[config.mk]
export PLATFORM = sky130hd
export DESIGN_NAME = bseq_burst_addr
export DESIGN_NICKNAME = d
export VERILOG_FILES = /design/src/rtl/bseq_pkg.sv /design/src/rtl/bseq_rst_sync.sv /design/src/rtl/bseq_load_qual.sv /design/src/rtl/bseq_base_reg.sv /design/src/rtl/bseq_beat_ctr.sv /design/src/rtl/bseq_order_map.sv /design/src/rtl/bseq_burst_addr.sv
export SDC_FILE = /design/constraint.sdc
export NUM_CORES = 1
export LEC_CHECK = 0
export ABC_CLOCK_PERIOD_IN_PS = 1500
export BUFFER_PORTS_ARGS = -buffer_cell sky130_fd_sc_hd__buf_2
export CAP_MARGIN = 30
export CELL_PAD_IN_SITES_DETAIL_PLACEMENT = 1
export CELL_PAD_IN_SITES_GLOBAL_PLACEMENT = 2
export CORE_MARGIN = 4
export CORE_UTILIZATION = 30
export DETAILED_ROUTE_END_ITERATION = 7
export GPL_ROUTABILITY_DRIVEN = 0
export PLACE_DENSITY = 0.92
export SYNTH_ARGS = -nofsm -noshare
export SYNTH_HDL_FRONTEND = slang
export SYNTH_SLANG_ARGS = --single-unit
[constraint.sdc]
create_clock -name clk -period 1.5 [get_ports clk]
set_clock_uncertainty 0.2 [all_clocks]
set_input_delay 0.075 -clock clk [delete_from_list [all_inputs] [get_ports clk]]
set_output_delay 0.075 -clock clk [all_outputs]
set_load 0.005 [all_outputs]
[src/rtl/bseq_pkg.sv]
package bseq_pkg;
  localparam int unsigned BEAT_W = 2;
  localparam int unsigned BEATS  = 1 << BEAT_W;

  typedef enum logic {
    ORD_LINEAR     = 1'b0,
    ORD_INTERLEAVE = 1'b1
  } order_e;

  typedef logic [BEAT_W-1:0] beat_t;
endpackage

[src/rtl/bseq_rst_sync.sv]
module bseq_rst_sync #(
  parameter int unsigned STAGES = 2
) (
  input  logic clk,
  input  logic arst_n,
  output logic srst_n
);
  logic [STAGES-1:0] chain_q;
  logic [STAGES-1:0] chain_d;

  always_comb begin
    chain_d = {chain_q[STAGES-2:0], 1'b1};
  end

  always_ff @(posedge clk or negedge arst_n) begin
    if (!arst_n) chain_q <= '0;
    else         chain_q <= chain_d;
  end

  assign srst_n = chain_q[STAGES-1];
endmodule

[src/rtl/bseq_load_qual.sv]
module bseq_load_qual (
  input  logic ce_n,
  input  logic cs_hi,
  input  logic cs_lo_n,
  input  logic strb_ctl_n,
  input  logic strb_cpu_n,
  output logic load
);
  logic full_sel;
  logic ctl_take;
  logic cpu_take;

  always_comb begin
    full_sel = !ce_n && cs_hi && !cs_lo_n;
    ctl_take = !strb_ctl_n && full_sel;
    cpu_take = !strb_cpu_n && !ce_n;
    load     = ctl_take || cpu_take;
  end
endmodule

[src/rtl/bseq_base_reg.sv]
module bseq_base_reg #(
  parameter int unsigned AW = 19
) (
  input  logic          clk,
  input  logic          rst_n,
  input  logic          load,
  input  logic [AW-1:0] addr_in,
  output logic [AW-1:0] base
);
  logic [AW-1:0] base_q;
  logic [AW-1:0] base_d;

  always_comb begin
    base_d = base_q;
    if (load) base_d = addr_in;
  end

  always_ff @(posedge clk or negedge rst_n) begin
    if (!rst_n) base_q <= '0;
    else        base_q <= base_d;
  end

  assign base = base_q;


  base_capture_chk: assert property (@(posedge clk) disable iff (!rst_n)
    load |=> base == $past(addr_in));

  base_hold_chk: assert property (@(posedge clk) disable iff (!rst_n)
    !load |=> $stable(base));
endmodule

[src/rtl/bseq_beat_ctr.sv]
module bseq_beat_ctr
  import bseq_pkg::*;
(
  input  logic  clk,
  input  logic  rst_n,
  input  logic  load,
  input  logic  adv_n,
  output beat_t beat
);
  beat_t beat_q;
  beat_t beat_d;
  logic  step_en;

  always_comb begin
    step_en = !load && !adv_n;
    beat_d  = beat_q;
    if (load)         beat_d = '0;
    else if (step_en) beat_d = beat_q + beat_t'(1);
  end

  always_ff @(posedge clk or negedge rst_n) begin
    if (!rst_n) beat_q <= '0;
    else        beat_q <= beat_d;
  end

  assign beat = beat_q;


  beat_clear_chk: assert property (@(posedge clk) disable iff (!rst_n)
    load |=> beat == '0);

  beat_step_chk: assert property (@(posedge clk) disable iff (!rst_n)
    (!load && !adv_n) |=> beat == beat_t'($past(beat) + beat_t'(1)));

  beat_hold_chk: assert property (@(posedge clk) disable iff (!rst_n)
    (!load && adv_n) |=> $stable(beat));
endmodule

[src/rtl/bseq_order_map.sv]
module bseq_order_map
  import bseq_pkg::*;
(
  input  beat_t  base_lo,
  input  beat_t  beat,
  input  order_e order,
  output beat_t  low_out
);
  beat_t lin_lo;
  beat_t ilv_lo;

  genvar gi;
  generate
    for (gi = 0; gi < BEAT_W; gi++) begin : g_ilv
      assign ilv_lo[gi] = base_lo[gi] ^ beat[gi];
    end
  endgenerate

  always_comb begin
    lin_lo  = base_lo + beat;
    low_out = (order == ORD_INTERLEAVE) ? ilv_lo : lin_lo;
  end
endmodule

[src/rtl/bseq_burst_addr.sv]
module bseq_burst_addr
  import bseq_pkg::*;
#(
  parameter int unsigned AW         = 19,
  parameter int unsigned SYNC_STAGE = 2
) (
  input  logic          clk,
  input  logic          rst_n,
  input  logic [AW-1:0] addr_in,
  input  logic          strb_ctl_n,
  input  logic          strb_cpu_n,
  input  logic          ce_n,
  input  logic          cs_hi,
  input  logic          cs_lo_n,
  input  logic          adv_n,
  input  logic          order_il,
  output logic [AW-1:0] addr_out
);
  localparam int unsigned HI_W = AW - BEAT_W;

  logic          srst_n;
  logic          load;
  logic [AW-1:0] base;
  beat_t         beat;
  beat_t         low;
  order_e        order;

  assign order = order_e'(order_il);

  bseq_rst_sync #(.STAGES(SYNC_STAGE)) u_sync (
    .clk(clk), .arst_n(rst_n), .srst_n(srst_n)
  );

  bseq_load_qual u_qual (
    .ce_n(ce_n), .cs_hi(cs_hi), .cs_lo_n(cs_lo_n),
    .strb_ctl_n(strb_ctl_n), .strb_cpu_n(strb_cpu_n), .load(load)
  );

  bseq_base_reg #(.AW(AW)) u_base (
    .clk(clk), .rst_n(srst_n), .load(load), .addr_in(addr_in), .base(base)
  );

  bseq_beat_ctr u_ctr (
    .clk(clk), .rst_n(srst_n), .load(load), .adv_n(adv_n), .beat(beat)
  );

  bseq_order_map u_map (
    .base_lo(base[BEAT_W-1:0]), .beat(beat), .order(order), .low_out(low)
  );

  assign addr_out = {base[AW-1:BEAT_W], low};

  // R8 (static order input assumed while running)
  order_static_chk: assert property (@(posedge clk) disable iff (!srst_n)
    $stable(order_il));

  first_beat_chk: assert property (@(posedge clk) disable iff (!srst_n)
    load |=> addr_out == $past(addr_in));

  upper_fixed_chk: assert property (@(posedge clk) disable iff (!srst_n)
    !load |=> addr_out[AW-1:BEAT_W] == $past(addr_out[AW-1:BEAT_W]));

  cpu_gated_chk: assert property (@(posedge clk) disable iff (!srst_n)
    (ce_n && adv_n) |=> $stable(addr_out));

  ctl_desel_chk: assert property (@(posedge clk) disable iff (!srst_n)
    (strb_cpu_n && adv_n && (!cs_hi || cs_lo_n)) |=> $stable(addr_out));

  initial begin
    hi_width_chk: assert (HI_W >= 1);
  end
endmodule

# --- Yosys cells after proc, flatten, opt, wreduce, memory -nomap -nowiden ---
# Cells that the tools add are included.
op_classes:
  addsub: 2
  multipliers: 0
  div_mod_pow: 0
  order_cmp: 0
  n_eq_ne: 0
  n_shift: 0
  mux: 3
  bitwise: 2
  reduce_logical: 13
ops:
  columns: ["operator", "count"]
  rows:
  - ["$logic_not A1 Y1", 6]
  - ["$mux W2", 3]
  - ["$logic_and A1 B1 Y1", 5]
  - ["$add A2 B1 Y2 const B", 1]
  - ["$add A2 B2 Y2", 1]
  - ["$reduce_bool A2 Y1", 1]
  - ["$xor A1 B1 Y1", 2]
  - ["$logic_or A1 B1 Y1", 1]
word_totals:
  regBits: 23
  latch_bits: 0
  mem_bits_rw: 0
  mem_bits_ro: 0
  inputBits: 28
  output_inout_bits: 19
  wordCells: 23
  n_memories: 0

# --- Depth between registers and ports, before layout ---
# Gate-level depths: netlist of run 1.
logic_depth:
  depth_word: 9
  depth_mapped: 4
  depth_no_buf: 3

# --- By module ---
# A second synthesis of run 1 with hierarchy kept.
unflattened:
  cells_unflattened: 57
  area_unflattened_um2: 964.7
by_module_without_submodules:
  columns: ["module", "instances", "cells_per_inst", "area_each_um2", "seq_area_each_um2"]
  rows:
  - ["bseq_base_reg", 1, 40, 758.2, 475.5]
  - ["bseq_beat_ctr", 1, 8, 102.6, 50.0]
  - ["bseq_rst_sync", 1, 3, 53.8, 50.0]
  - ["bseq_order_map", 1, 4, 36.3, 0.0]
  - ["bseq_load_qual", 1, 2, 13.8, 0.0]

# --- Worst setup path before layout of run 1 ---
# No wires, ideal clock.
synth_path:
  path_kind: "input to register"
  startpoint: "input strb_ctl_n"
  endpoint: "register u_base.base_q[12], in the netlist u_base.base[12]"
  setup_time_ns: 0.125
  arrival_time_ns: 1.152
  required_ns: 1.175
  slack_ns: 0.023
  path_stages: 4
  path_buffers: 1
  path_cell_list: "or3b_1 -> a21oi_2 -> buf_6 -> mux2_2"
synth_between:
  elab_chain_cells: 3
synth_lines:
  columns: ["item", "line", "source"]
  rows:
  - ["from (decl)", "bseq_burst_addr.sv:10", "input logic strb_ctl_n,"]
  - ["$logic_not A1 Y1", "bseq_load_qual.sv:15", "ctl_take = !strb_ctl_n && full_sel;"]
  - ["$logic_and A1 B1 Y1", "bseq_load_qual.sv:15", null]
  - ["$logic_or A1 B1 Y1", "bseq_load_qual.sv:17", "load = ctl_take || cpu_take;"]
  - ["to (signal assigned)", "bseq_base_reg.sv:20", "else base_q <= base_d;"]
  - ["to (decl)", "bseq_base_reg.sv:10", "logic [AW-1:0] base_q;"]
# No other way between the ends.
# A chain may end at the register's enable or synchronous reset.

# --- Final worst setup path of run 1 ---
layout_path:
  startpoint: "register u_ctr.beat_q[0], in the netlist u_ctr.beat[0]"
  endpoint: "output addr_out[1]"
layout_between:
  elab_chain_cells: 2
layout_lines:
  columns: ["item", "line", "source"]
  rows:
  - ["from (decl)", "bseq_beat_ctr.sv:10", "beat_t beat_q;"]
  - ["from (signal assigned)", "bseq_beat_ctr.sv:23", "else beat_q <= beat_d;"]
  - ["$add A2 B2 Y2", "bseq_order_map.sv:20", "lin_lo = base_lo + beat;"]
  - ["$mux W2", "bseq_order_map.sv:21", "low_out = (order == ORD_INTERLEAVE) ? ilv_lo : lin_lo;"]
  - ["to (decl)", "bseq_burst_addr.sv:17", "output logic [AW-1:0] addr_out"]
# No other way between the ends.

==> qor.txt, run 1 <==
drt drc = 0
RR Startpoint = u_ctr.beat[0]$_DFFE_PN0P_
H-tree depth reported by CTS = 1
clock-pin transition on the worst setup and hold timing paths = 0.12 ns
max cap viols = 0
die area = 0.004424 mm^2
CTS tree = yes
DRT iter0 DRCs = 7
Die Width = 66.52 um
hold_ws = 0.01020 ns
final WL = 2376 um
first-pass GRT wire length = 4008 um
Total Routing Usage GR = 12.12%
pre-CTS setup slack = -0.1433 ns
Skew-Pair Late Insertion Delay = 0.29 ns
VDD IR max = 0.0004373 V
largest area contributor in the netlist = dfrtp_1
Max Buffers Root-to-Sink = 2
drt wl/cell = 13.50 um
Slew Limit Fails = 0
ranking of synthesized cells by area = dfrtp_1 56%, mux2_2 20%, buf_4 12%
syn_nets = 102
synthesis-to-finish area growth = 45.68%
syn avg cell area = 14.07 um^2
Post-synth EDFFs = 0
status = complete, but fails checks
Synthesis Warnings = 0
IO Port Bufs = 46
Synth cell types = 13
critical path peak fanout = 2
Tcrit/Tclk final = 101.8%
io pins = 47
Startpoint Class = flop
Routed Antenna Nets = 0
grt total ovfl = 0
worst endpoint required time = 1.22 ns
sequential fraction of the synthesis area = 56.03%
top_reg_cell synth = dfrtp_1
Mapped Cells = 73
max frequency = 654.9 MHz
share of layout cells above drive strength 1 = 57.58%
LEAKAGE = 0.7047 nW
final setup fails = 1
crit path capture type = output port
CP Class = reg2out
CORE AREA = 0.003153 mm^2
Initial Util = 32.58%
vias in the first global route = 848
RSZ-0062 raised after global routing = yes
hpwl dp = 1690 um
endpoints failing hold = 0
Rows = 20
final worst slack = -0.02689 ns
Die Y = 66.52 um
initial antenna violation count = 0
post-synthesis register bit count = 23
vias = 721
commonest non-fill, non-tap cell in the layout = buf_2
Async S/R FF share, synth = 100.0%
PD cells = 958.5 mW/mm^2
CTS sink cnt = 23
Synth top area share = 56.03%
Arr. time, crit path = 1.25 ns
Root Buffer = clkbuf_4
total CTS buffers = 3
final worst path period need = 1.527 ns
# nets final = 162
Min-Delay Path Class = reg2async
Worst Setup SP = u_ctr.beat[0]$_DFFE_PN0P_
Post-Syn Area = 0.001027 mm^2
vias per cell = 4.097
most frequent cells in the layout = 46 x buf_2, 24 x dlygate4sd3_1, 23 x dfrtp_1
ant diodes = 0
TritonRoute pass-1 iters = 2
failing checks = negative setup slack
largest net degree at the start of global routing = 22
-- flip-flops by register name (all words and copies together), names as in the netlist --
| signal | count |
|---|---|
| u_ctr.beat | 2 |
| u_sync.chain_q | 2 |
| u_base.base | 19 |
-- worst max-delay path: stages (launching register included) --
cell     delay (ns)
dfrtp_1        0.41
ha_2           0.18
nor2b_4        0.13
xnor2_2        0.11
buf_2          0.13
-- final timing paths --
path / cells after the start / to / slack [ns]
max: 4 / addr_out[1] / -0.03
min: 1 / u_base.base[1]$_DFFE_PN0P_ / 0.01
max reg2reg: 5 / u_ctr.beat[1]$_DFFE_PN0P_ / 0.20
min reg2reg: 1 / u_base.base[1]$_DFFE_PN0P_ / 0.01
max in group asynchronous: 1 / u_base.base[14]$_DFFE_PN0P_ / 0.41
min in group clk: 4 / u_ctr.beat[1]$_DFFE_PN0P_ / 0.01
-- cell families (layout without fill, tap and decap cells) --
| logic type | count (synthesis) | after routing | share of synthesized area [%] |
|---|---|---|---|
| adders and majority gates | 1 | 1 | 1.218 |
| muxes | 19 | 19 | 20.83 |
| xor gates and xnor gates | 3 | 3 | 2.558 |
| AOI/OAI and AO/OA | 1 | 1 | 0.8528 |
| and+or+nand+nor | 6 | 6 | 3.532 |
| other | 1 | 1 | 0.3651 |
| DFF | 23 | 23 | 56.03 |
| buffers and inverters | 19 | 78 | 14.62 |
-- final cells by class --
type | count | area (um^2)
Multi-Input combinational cell | 31 | 326.6
Tap cell | 44 | 55.05
Timing Repair Buffer | 74 | 513.0
Clock buffer | 4 | 26.28
Fill cell | 348 | 1657
Sequential cell | 23 | 575.6
-- stage by stage --
step           cells  utilization (%)  total power [mW]  TNS (ns)  instance area [um^2]
3_3_place_gp     146            37.74             1.077    -1.586                  1190
4_1_cts          175            46.75             1.431  -0.06794                  1474
3_5_place_dp     146            37.74             1.097    -2.444                  1190
2_1_floorplan     73                -             1.026         0                  1027
5_1_grt          176            47.46             1.555   -0.1179                  1496
6_report         176            47.46             1.434  -0.02689                  1496
-- Yosys cell counts (2+ instances only) --
| cell | number |
|---|---|
| dfrtp_1 | 23 |
| mux2_2 | 18 |
| buf_4 | 17 |
| nor2b_1 | 3 |
| xnor2_1 | 3 |
| buf_6 | 2 |
-- routing by layer --
layer  wire, um  share of wire (%)  global-route usage [%]  up-vias
li1           -                  -                       -      342
met4          0                  0                   2.284        0
met5          0                  0                       0        -
met2       1403                 59                   25.03       27
met3        123                5.2                   2.192        0
met1        849                 36                   12.34      352
-- timing repair --
action                                 in CTS  in global routing
setup endpoints to repair                   1                  1
endpoints found under the hold margin      29                  0
gates resized for setup                     3                  2
pin swaps                                   2                  2
buffers inserted                            1                  1
hold buffers                               24                  0
-- power by group --
group | switching [mW] | total, mW | internal, mW | leakage [nW]
sequential | 0.0573 | 0.770 | 0.712 | 0.271
combinational | 0.141 | 0.397 | 0.256 | 0.419
clock | 0.164 | 0.268 | 0.103 | 0.0150
(Power assumes the default switching activity.)
==> run 2, diff against run 1 <==
--- a/config.mk
+++ b/config.mk
@@ -11,10 +11,12 @@
 export CELL_PAD_IN_SITES_DETAIL_PLACEMENT = 1
 export CELL_PAD_IN_SITES_GLOBAL_PLACEMENT = 2
 export CORE_MARGIN = 4
-export CORE_UTILIZATION = 30
+export CORE_UTILIZATION = 32
+export CTS_BUF_LIST = sky130_fd_sc_hd__clkbuf_2 sky130_fd_sc_hd__clkbuf_4 sky130_fd_sc_hd__clkbuf_8
 export DETAILED_ROUTE_END_ITERATION = 7
 export GPL_ROUTABILITY_DRIVEN = 0
-export PLACE_DENSITY = 0.92
+export PLACE_DENSITY = 0.95
+export REMOVE_ABC_BUFFERS = 1
 export SYNTH_ARGS = -nofsm -noshare
 export SYNTH_HDL_FRONTEND = slang
 export SYNTH_SLANG_ARGS = --single-unit
==> run 2 against run 1 <==
Against the previous run:
- cell count grew 0.57%
- worst hold slack gained 0.046 ns
- the flow still finishes with violations (negative setup slack)
- clock power grew 8.6%
- sequential power shrank 0.8%
- worst setup slack lost 0.019 ns
- critical path depth is the same
- register-to-register slack is essentially flat
- highest routed layer is now met4
- first-iteration DRC count grew 71%
- critical endpoint unchanged
- count of clock-buffer cells in the layout shrank 1
- sequential share of layout area shrank 0.35 points
- core utilization grew 2.0 points
==> qor.txt, run 2 (same netlist as run 1, synthesis figures left out) <==
Skew-Pair Late Insertion Delay = 0.31 ns
hold_ws = 0.05579 ns
VDD IR max = 0.0004450 V
commonest non-fill, non-tap cell in the layout = buf_2
initial antenna violation count = 0
destination of the critical timing path = addr_out[1]
Slew Limit Fails = 0
CORE AREA = 0.003053 mm^2
final WL = 2357 um
synthesis-to-finish area growth = 47.02%
Worst path depth = 4
Worst Setup SP = u_ctr.beat[0]$_DFFE_PN0P_
fillcell total = 347
Crit-path slowest cell = dfrtp_1
Crit path max-delay family = flip-flops
worst endpoint required time = 1.22 ns
fin area = 0.001510 mm^2
H-tree depth reported by CTS = 1
final setup fails = 1
number of flip-flops in the largest register = 19
die area = 0.004180 mm^2
Rows = 20
IO Port Bufs = 46
Final Util = 49.47%
final worst path period need = 1.546 ns
CTS sink cnt = 23
Reg-to-Reg End = u_ctr.beat[1]$_DFFE_PN0P_
CP max stage delay = 0.41 ns
Total Routing Usage GR = 12.44%
Die Width = 64.66 um
vias per cell = 4.124
drt wl/cell = 13.32 um
Routed Antenna Nets = 0
Max Buffers Root-to-Sink = 2
PD cells = 964.3 mW/mm^2
share of layout cells above drive strength 1 = 57.89%
final worst slack = -0.04576 ns
endpoints failing hold = 0
DRT iter0 DRCs = 12
Root Buffer = clkbuf_4
first-pass GRT wire length = 3946 um
pre-CTS setup slack = -0.1223 ns
Arr. time, crit path = 1.27 ns
# nets final = 163
Startpoint Class = flop
max frequency = 646.9 MHz
Initial Util = 33.65%
critical path peak fanout = 2
CP Cell Sequence = ha_2, nor2b_4, xnor2_2, buf_2
failing checks = negative setup slack
CTS tree = yes
RSZ-0062 raised after global routing = yes
LEAKAGE = 0.7079 nW
Fin Setup TNS = -0.04576 ns
TritonRoute pass-1 iters = 2
RR Startpoint = u_ctr.beat[0]$_DFFE_PN0P_
clock-pin transition on the worst setup and hold timing paths = 0.13 ns
total CTS buffers = 3
grt total ovfl = 0
reg2reg path depth = 5
hpwl dp = 1547 um
max cap viols = 0
ant diodes = 0
largest net degree at the start of global routing = 22
Min-Delay Path Class = reg2async
status = complete, but fails checks
crit path capture type = output port
CP Buf/Inv Count = 1
internal reg-to-reg setup slack = 0.20 ns
vias in the first global route = 862
most frequent cells in the layout = 46 x buf_2, 25 x dlygate4sd3_1, 23 x dfrtp_1
DP Area = 0.001190 mm^2
vias = 730
Die Y = 64.66 um
CP Class = reg2out
Tcrit/Tclk final = 103.1%
drt drc = 0
io pins = 47
==> run 2: cell types whose count changed in the layout (fill, tap and decap cells not counted), sizes merged <==
| cell | previous run | this run |
|---|---|---|
| clkinvlp | 0 | 1 |
| clkbuf | 4 | 3 |
| dlygate4sd3 | 24 | 25 |
==> run 2: worst register-to-register path, cell delays in order (launching register included) <==
cell,delay [ns]
dfrtp_1,0.41
buf_4,0.13
buf_4,0.12
nor2b_1,0.14
xnor2_1,0.14
nor2_1,0.05
==> run 2: power breakdown <==
part / internal, mW / leakage [nW] / switching (mW)
combinational: 0.258 / 0.423 / 0.144
sequential: 0.712 / 0.271 / 0.0518
clock: 0.101 / 0.0139 / 0.189
==> run 2: repair_timing <==
item	4_1_cts	5_1_grt
pin swaps	2	1
hold buffers	25	0
resized for setup	3	2
buffers inserted	1	1
hold endpoints to repair	25	0
setup endpoints to repair	1	1
gates cloned	0	0
==> run 2: cell type report <==
type / count / area, um^2 / share of cell area (%)
repair buffers: 75 / 523.0 / 34.63
clock buffers: 3 / 22.52 / 1.491
clock inverters: 1 / 7.507 / 0.4971
multi-input cells: 31 / 326.6 / 21.62
flip-flops and latches: 23 / 575.6 / 38.11
well taps: 44 / 55.05 / 3.645
==> run 2: metal layers <==
metal / wire length [um] / share of wire, % / vias to the layer above / GRT usage [%]
li1: - / - / 344 / -
met1: 860 / 36 / 359 / 12.16
met2: 1329 / 56 / 25 / 25.00
met3: 152 / 6.4 / 2 / 3.120
met4: 14 / 0.59 / 0 / 3.958
met5: 0 / 0 / - / 0
==> run 2: per-stage QoR <==
stage	instances	total power, mW
after floorplan	54	0.9232
after global placement	146	1.074
after detailed placement	146	1.090
after CTS	176	1.449
after global routing	177	1.555
final	177	1.456
==> run 2: worst min path at each step <==
stage and to:
2_1_floorplan u_sync.chain_q[0]$_DFF_PN0_, 5_1_grt u_base.base[15]$_DFFE_PN0P_, 3_5_place_dp u_sync.chain_q[0]$_DFF_PN0_, 4_1_cts u_base.base[15]$_DFFE_PN0P_, 6_report u_base.base[7]$_DFFE_PN0P_, 3_3_place_gp u_sync.chain_q[0]$_DFF_PN0_
